[src/rtl/wwdg_pkg.sv]
package wwdg_pkg;
  typedef enum logic [1:0] {
    SEL_RELOAD = 2'd0,
    SEL_FEED   = 2'd1,
    SEL_WARN   = 2'd2,
    SEL_WINDOW = 2'd3
  } reg_sel_e;

  typedef enum logic {
    FEED_IDLE  = 1'b0,
    FEED_ARMED = 1'b1
  } feed_st_e;

  localparam logic [7:0] FEED_KEY_A = 8'hAA;
  localparam logic [7:0] FEED_KEY_B = 8'h55;
endpackage

[src/rtl/wwdg_regs.sv]
module wwdg_regs
  import wwdg_pkg::*;
#(
  parameter int CNT_W      = 24,
  parameter int WARN_W     = 10,
  parameter int RST_RELOAD = 255
) (
  input  logic              clk,
  input  logic              rst_n,
  input  logic              wr_en,
  input  logic [1:0]        wr_sel,
  input  logic [CNT_W-1:0]  wr_data,
  output logic [CNT_W-1:0]  reload_val,
  output logic [WARN_W-1:0] warn_cmp,
  output logic [CNT_W-1:0]  win_lim
);
  always_ff @(posedge clk or negedge rst_n) begin
    if (!rst_n) begin
      reload_val <= CNT_W'(RST_RELOAD);
      warn_cmp   <= '0;
      win_lim    <= '1;
    end else if (wr_en) begin
      case (reg_sel_e'(wr_sel))
        SEL_RELOAD: reload_val <= wr_data;
        SEL_WARN:   warn_cmp   <= wr_data[WARN_W-1:0];
        SEL_WINDOW: win_lim    <= wr_data;
        default:    ;
      endcase
    end
  end
endmodule

[src/rtl/wwdg_feed.sv]
module wwdg_feed
  import wwdg_pkg::*;
(
  input  logic       clk,
  input  logic       rst_n,
  input  logic       wr_en,
  input  logic [1:0] wr_sel,
  input  logic [7:0] wr_byte,
  output logic       feed_ok
);
  feed_st_e st_q;
  logic     feed_wr;

  assign feed_wr = wr_en && (reg_sel_e'(wr_sel) == SEL_FEED);
  assign feed_ok = feed_wr && (st_q == FEED_ARMED) && (wr_byte == FEED_KEY_B);

  always_ff @(posedge clk or negedge rst_n) begin
    if (!rst_n) begin
      st_q <= FEED_IDLE;
    end else if (feed_wr) begin
      st_q <= ((st_q == FEED_IDLE) && (wr_byte == FEED_KEY_A)) ? FEED_ARMED : FEED_IDLE;
    end
  end
endmodule

[src/rtl/wwdg_counter.sv]
module wwdg_counter #(
  parameter int CNT_W     = 24,
  parameter int WARN_W    = 10,
  parameter int DIV_LOG2  = 2,
  parameter int RST_COUNT = 255
) (
  input  logic              clk,
  input  logic              rst_n,
  input  logic              tick,
  input  logic              feed_ok,
  input  logic [CNT_W-1:0]  reload_val,
  input  logic [WARN_W-1:0] warn_cmp,
  input  logic [CNT_W-1:0]  win_lim,
  output logic [CNT_W-1:0]  count,
  output logic              warn_irq,
  output logic              wdg_event,
  output logic              warn_match,
  output logic              too_early,
  output logic              div_wrap
);
  logic [DIV_LOG2-1:0] div_q;

  function automatic logic match_f(input logic [CNT_W-1:0] c, input logic [WARN_W-1:0] cmp);
    return (c[WARN_W-1:0] == cmp) && (c[CNT_W-1:WARN_W] == '0);
  endfunction

  function automatic logic [CNT_W-1:0] clamp_f(input logic [CNT_W-1:0] v, input logic [CNT_W-1:0] lim);
    return (v > lim) ? lim : v;
  endfunction

  assign warn_match = match_f(count, warn_cmp);
  assign too_early  = count > win_lim;
  assign div_wrap   = tick && (div_q == '1);

  always_ff @(posedge clk or negedge rst_n) begin
    if (!rst_n) begin
      count     <= CNT_W'(RST_COUNT);
      div_q     <= '0;
      warn_irq  <= 1'b0;
      wdg_event <= 1'b0;
    end else if (feed_ok) begin
      if (too_early) begin
        wdg_event <= 1'b1;
      end else begin
        count    <= clamp_f(reload_val, win_lim);
        div_q    <= '0;
        warn_irq <= 1'b0;
      end
    end else if (tick) begin
      div_q <= div_q + 1'b1;
      if (div_wrap && (count != '0)) count <= count - 1'b1;
      if (count == '0) wdg_event <= 1'b1;
      if (warn_match) warn_irq <= 1'b1;
    end
  end
endmodule

[src/rtl/wwdg_core.sv]
module wwdg_core #(
  parameter int CNT_W    = 24,
  parameter int WARN_W   = 10,
  parameter int DIV_LOG2 = 2
) (
  input  logic             clk,
  input  logic             rst_n,
  input  logic             tick,
  input  logic             wr_en,
  input  logic [1:0]       wr_sel,
  input  logic [CNT_W-1:0] wr_data,
  output logic [CNT_W-1:0] count_o,
  output logic             warn_irq,
  output logic             wdg_event
);
  localparam int RST_VAL = 255;

  logic [CNT_W-1:0]  reload_val;
  logic [WARN_W-1:0] warn_cmp;
  logic [CNT_W-1:0]  win_lim;
  logic              feed_ok;
  logic              warn_match;
  logic              too_early;
  logic              div_wrap;

  wwdg_regs #(.CNT_W(CNT_W), .WARN_W(WARN_W), .RST_RELOAD(RST_VAL)) i_regs (
    .clk(clk), .rst_n(rst_n), .wr_en(wr_en), .wr_sel(wr_sel), .wr_data(wr_data),
    .reload_val(reload_val), .warn_cmp(warn_cmp), .win_lim(win_lim)
  );

  wwdg_feed i_feed (
    .clk(clk), .rst_n(rst_n), .wr_en(wr_en), .wr_sel(wr_sel),
    .wr_byte(wr_data[7:0]), .feed_ok(feed_ok)
  );

  wwdg_counter #(.CNT_W(CNT_W), .WARN_W(WARN_W), .DIV_LOG2(DIV_LOG2), .RST_COUNT(RST_VAL)) i_cnt (
    .clk(clk), .rst_n(rst_n), .tick(tick), .feed_ok(feed_ok),
    .reload_val(reload_val), .warn_cmp(warn_cmp), .win_lim(win_lim),
    .count(count_o), .warn_irq(warn_irq), .wdg_event(wdg_event),
    .warn_match(warn_match), .too_early(too_early), .div_wrap(div_wrap)
  );
endmodule

[config.mk]
export PLATFORM = sky130hd
export DESIGN_NAME = wwdg_core
export DESIGN_NICKNAME = d
export VERILOG_FILES = /design/src/rtl/wwdg_pkg.sv /design/src/rtl/wwdg_regs.sv /design/src/rtl/wwdg_feed.sv /design/src/rtl/wwdg_counter.sv /design/src/rtl/wwdg_core.sv
export SDC_FILE = /design/constraint.sdc
export NUM_CORES = 1
export LEC_CHECK = 0
export ABC_AREA = 1
export BUFFER_PORTS_ARGS = -buffer_cell sky130_fd_sc_hd__buf_4
export CAP_MARGIN = 10
export CORE_AREA = 2 2 126 128
export DETAILED_ROUTE_END_ITERATION = 12
export DIE_AREA = 0 0 128 130
export HOLD_SLACK_MARGIN = 0.12
export PLACE_DENSITY = 0.63
export SETUP_SLACK_MARGIN = 0.15
export SLEW_MARGIN = 5
export SYNTH_ARGS = -nofsm -noshare
export SYNTH_HDL_FRONTEND = slang
export SYNTH_SLANG_ARGS = --single-unit
[constraint.sdc]
create_clock -name clk -period 2.5 [get_ports clk]
set_input_delay 0.5 -clock clk [delete_from_list [all_inputs] [get_ports clk]]
set_output_delay 0.5 -clock clk [all_outputs]
set_load 0.02 [all_outputs]
==> results_dict.tcl <==
set metrics [dict create \
    antenna_violations_before_repair 0 \
    design.die.area_um2 16640 \
    layout-drive-gt1-share_pct 18.67 \
    cts_made_buffers 9 \
    cell_area_after_layout_um2 7032 \
    ant_nets 0 \
    postSynthNetCount 899 \
    floorplan.core_area_um2 15420 \
    met1_usage_pct 28.53 \
    timing.final.hold_violations 0 \
    outcome "finished, final reports clean" \
    grt_use_met3_pct 2.870 \
    netlist_top_cells_area "dfrtp_1, dfstp_2, nand2_1, ha_1, inv_1" \
    cts_max_path_buffers 2 \
    area.growth.synth_to_final_pct 17.65 \
    ff_latch_area_um2 2227 \
    maximum_number_of_pins_on_one_net_before_global_route_repair 49 \
    tritoncts "done" \
    timing_worst_slew_pin_value_ns 0.7052 \
    rsz_0062_raised_after_global_routing "yes" \
    drc 0 \
    maxCapViolations 0 \
    final_period_minus_worst_setup_slack_ns 2.221 \
    busiest_layer "met1" \
    cts-root-buf "clkbuf_16" \
    floorplan.initialDensity_pct 38.75 \
    total_area_of_multi_input_combinational_cells_um2 3197 \
    crit_arrival_ns 2.45 \
    slew-limit-headroom_pct 52.86 \
    ys.warnings.count 0 \
    power-per-cell-area_nw_per_um2 922.1 \
    overall_power_after_layout_mw 6.484 \
    timing.setup.critical_path_class "reg2reg" \
    gp_routability_congestion 0.8655 \
    fp.dieW_um 128 \
    ctsHtreeMaxLevel 3 \
    cts.reportedPaths.clkPinSlew_ns 0.06 \
    worstPathRequired_ns 2.73 \
    avgSynthCellArea_um2 7.298 \
    vias 5282 \
    number_of_global_route_vias_before_repair 5002 \
    met2_usage_pct 28.47 \
    post-route-period-util_pct 88.84 \
    synth_cells 819 \
    setup_ws_pre_cts_ns 0.1982 \
    power.leakage_nw 3.435 \
    total_i_o_pin_count 56 \
    sum_of_negative_setup_slack_ns 0 \
    first_iter_violations 373 \
    first_pass_grt_wire_length_mm 25.21 \
    num-nets-final 964 \
    route.detailed.vias_per_inst 4.886 \
    grt.total_usage_pct 18.97 \
    fin_ws_ns 0.2791 \
    filler_cell_count 1581 \
    synth_cell_area_um2 5977 \
    final.setup_skew_ns 0.005068 \
    max_freq_mhz 450.3 \
    synth.lib_cells_used.distinct 30 \
    antenna_cells_inserted 0 \
    die_h_um 130 \
    finalSetupViolations 0 \
    max-vdd-ir-drop_uv 367.6 \
    detailed_place.area_um2 6633 \
    io_buffers 55 \
    endpoint_kind "register" \
    synth_largest_area_cell "dfrtp_1" \
    place.detailed.hpwl_mm 11.67 \
    clock-sinks 87 \
    insertion_delay_ns 0.34 \
    critical_path.max_fanout 16 \
    synth_sequential_area_ratio_pct 37.26 \
    placement_rows 46 \
    first_pass_iters 4 \
    hp-class "in2reg" \
    synth.ff_latch_count 87 \
    synth_top_cell_area_share_pct 19.68 \
    timing.critical_path.from_type "register" \
    grt_remaining_overflow 0 \
    finalMaxSlewViolations 0 \
    postRouteWirelength_mm 15.09 \
    detail_route.wl_per_cell_um 13.96 \
]
[registers in the layout, summed over array words and instances, names as in the netlist]
name	flops
i_regs.win_lim	24
i_regs.reload_val	24
i_cnt.div_q	2
i_regs.warn_cmp	10
i_feed.st_q	1
i_cnt.count	24
i_cnt.warn_irq	1
i_cnt.wdg_event	1
[cells in the mapped netlist]
| master | instances |
|---|---|
| inv_1 | 111 |
| dfstp_2 | 40 |
| o21ai_0 | 75 |
| buf_6 | 3 |
| nor3_1 | 3 |
| nand4_1 | 6 |
| nor2_4 | 1 |
| or2_1 | 2 |
| nand3_4 | 3 |
| nor4_1 | 4 |
| dfrtp_1 | 47 |
| nand4_2 | 1 |
| xor2_1 | 7 |
| ha_1 | 50 |
| nor2_2 | 4 |
| nand3_1 | 69 |
| buf_4 | 7 |
| nand3_2 | 4 |
| nand2_1 | 186 |
| a21oi_1 | 75 |
| inv_2 | 3 |
| clkbuf_1 | 13 |
| nor2_1 | 82 |
| a31oi_1 | 1 |
| o22ai_1 | 1 |
| buf_2 | 8 |
| nand2_2 | 1 |
| nand2_4 | 3 |
| xnor2_1 | 5 |
| a21o_1 | 4 |
[metrics by stage]
stage,util (%),hold slack [ns],instances
CTS,44.92,0.3983,1074
finish,45.59,0.4047,1081
detailed placement,43.00,0.3835,1057
global route,45.59,0.4118,1081
global placement,43.00,0.3823,1057
floorplan,-,0.2044,819
[area by class of cell]
type,instances,area share (%)
Sequential cell,87,31.67
Clock buffer,12,3.648
Tap cell,192,3.416
Multi-Input combinational cell,588,45.46
Inverter,114,6.085
Timing Repair Buffer,84,9.288
Clock inverter,4,0.4270
[where the power goes]
part,switching (mW),internal (mW),leakage (nW)
Sequential,0.443,1.86,0.964
Clock,0.563,0.730,0.139
Combinational,1.71,1.18,2.33
Total,2.71,3.77,3.44
[critical path, cell delays in order, from the launching register on]
cell and delay (ns):
dfstp_2 0.53, inv_1 0.08, ha_1 0.30, nand2_1 0.08
nor2_2 0.16, nand4_2 0.12, nor2_4 0.17, nand2_2 0.09
nand3_4 0.10, buf_6 0.18, nand3_1 0.09, nand3_1 0.12
a21oi_1 0.08
[worst paths after layout]
kind                                      endpoint  slack, ns                from  cells after the start
min in group asynchronous              i_feed.st_q       0.56               rst_n                      2
worst max-delay path               i_cnt.count[12]       0.28  i_regs.win_lim[15]                     12
worst min register to register     i_cnt.wdg_event       0.48     i_cnt.wdg_event                      2
max in group asynchronous       i_regs.win_lim[17]       1.27               rst_n                      3
worst min-delay path            i_regs.win_lim[17]       0.40         wr_data[17]                      3
worst max register to register     i_cnt.count[12]       0.28  i_regs.win_lim[15]                     12
[logic make-up after synthesis]
| family | count (synthesis) | synth area share, % |
|---|---|---|
| compound gates | 156 | 13.27 |
| flops | 87 | 37.26 |
| xor+xnor | 12 | 1.758 |
| simple gates | 369 | 27.15 |
| fa+ha+maj | 50 | 10.47 |
| buf+inv | 145 | 10.09 |
[placed cells by master (no fill, tap or decap), types with 2 or more instances in the layout]
cell type / instances
nand3_2: 6
o21ai_0: 75
a21o_1: 4
nand3_1: 68
nand2_8: 2
nor4_1: 4
nand2_1: 185
nand4_1: 6
dfstp_2: 40
or2_1: 2
clkbuf_8: 2
nand2_2: 2
buf_6: 2
a21oi_2: 2
a21oi_1: 73
buf_4: 80
ha_1: 50
clkbuf_16: 9
xnor2_1: 5
clkinv_4: 2
nor3_1: 3
nor2_2: 7
inv_2: 3
xor2_1: 7
inv_1: 111
nor2_1: 79
dfrtp_1: 47
nand3_4: 3
[layer usage]
| layer | wire length [µm] | up-vias |
|---|---|---|
| li1 | - | 2778 |
| met1 | 7885 | 2379 |
| met2 | 6387 | 110 |
| met3 | 602 | 15 |
| met4 | 212 | 0 |
| met5 | 0 | - |
[repair_timing]
action | 4_1_cts | 5_1_grt
hold endpoints to repair | 6 | 0
endpoints found under the setup margin | 0 | 25
hold buffers | 1 | 0
resized for setup | 0 | 11
setup buffers | 0 | 6
No activity file was read; power rests on OpenSTA's default activity.
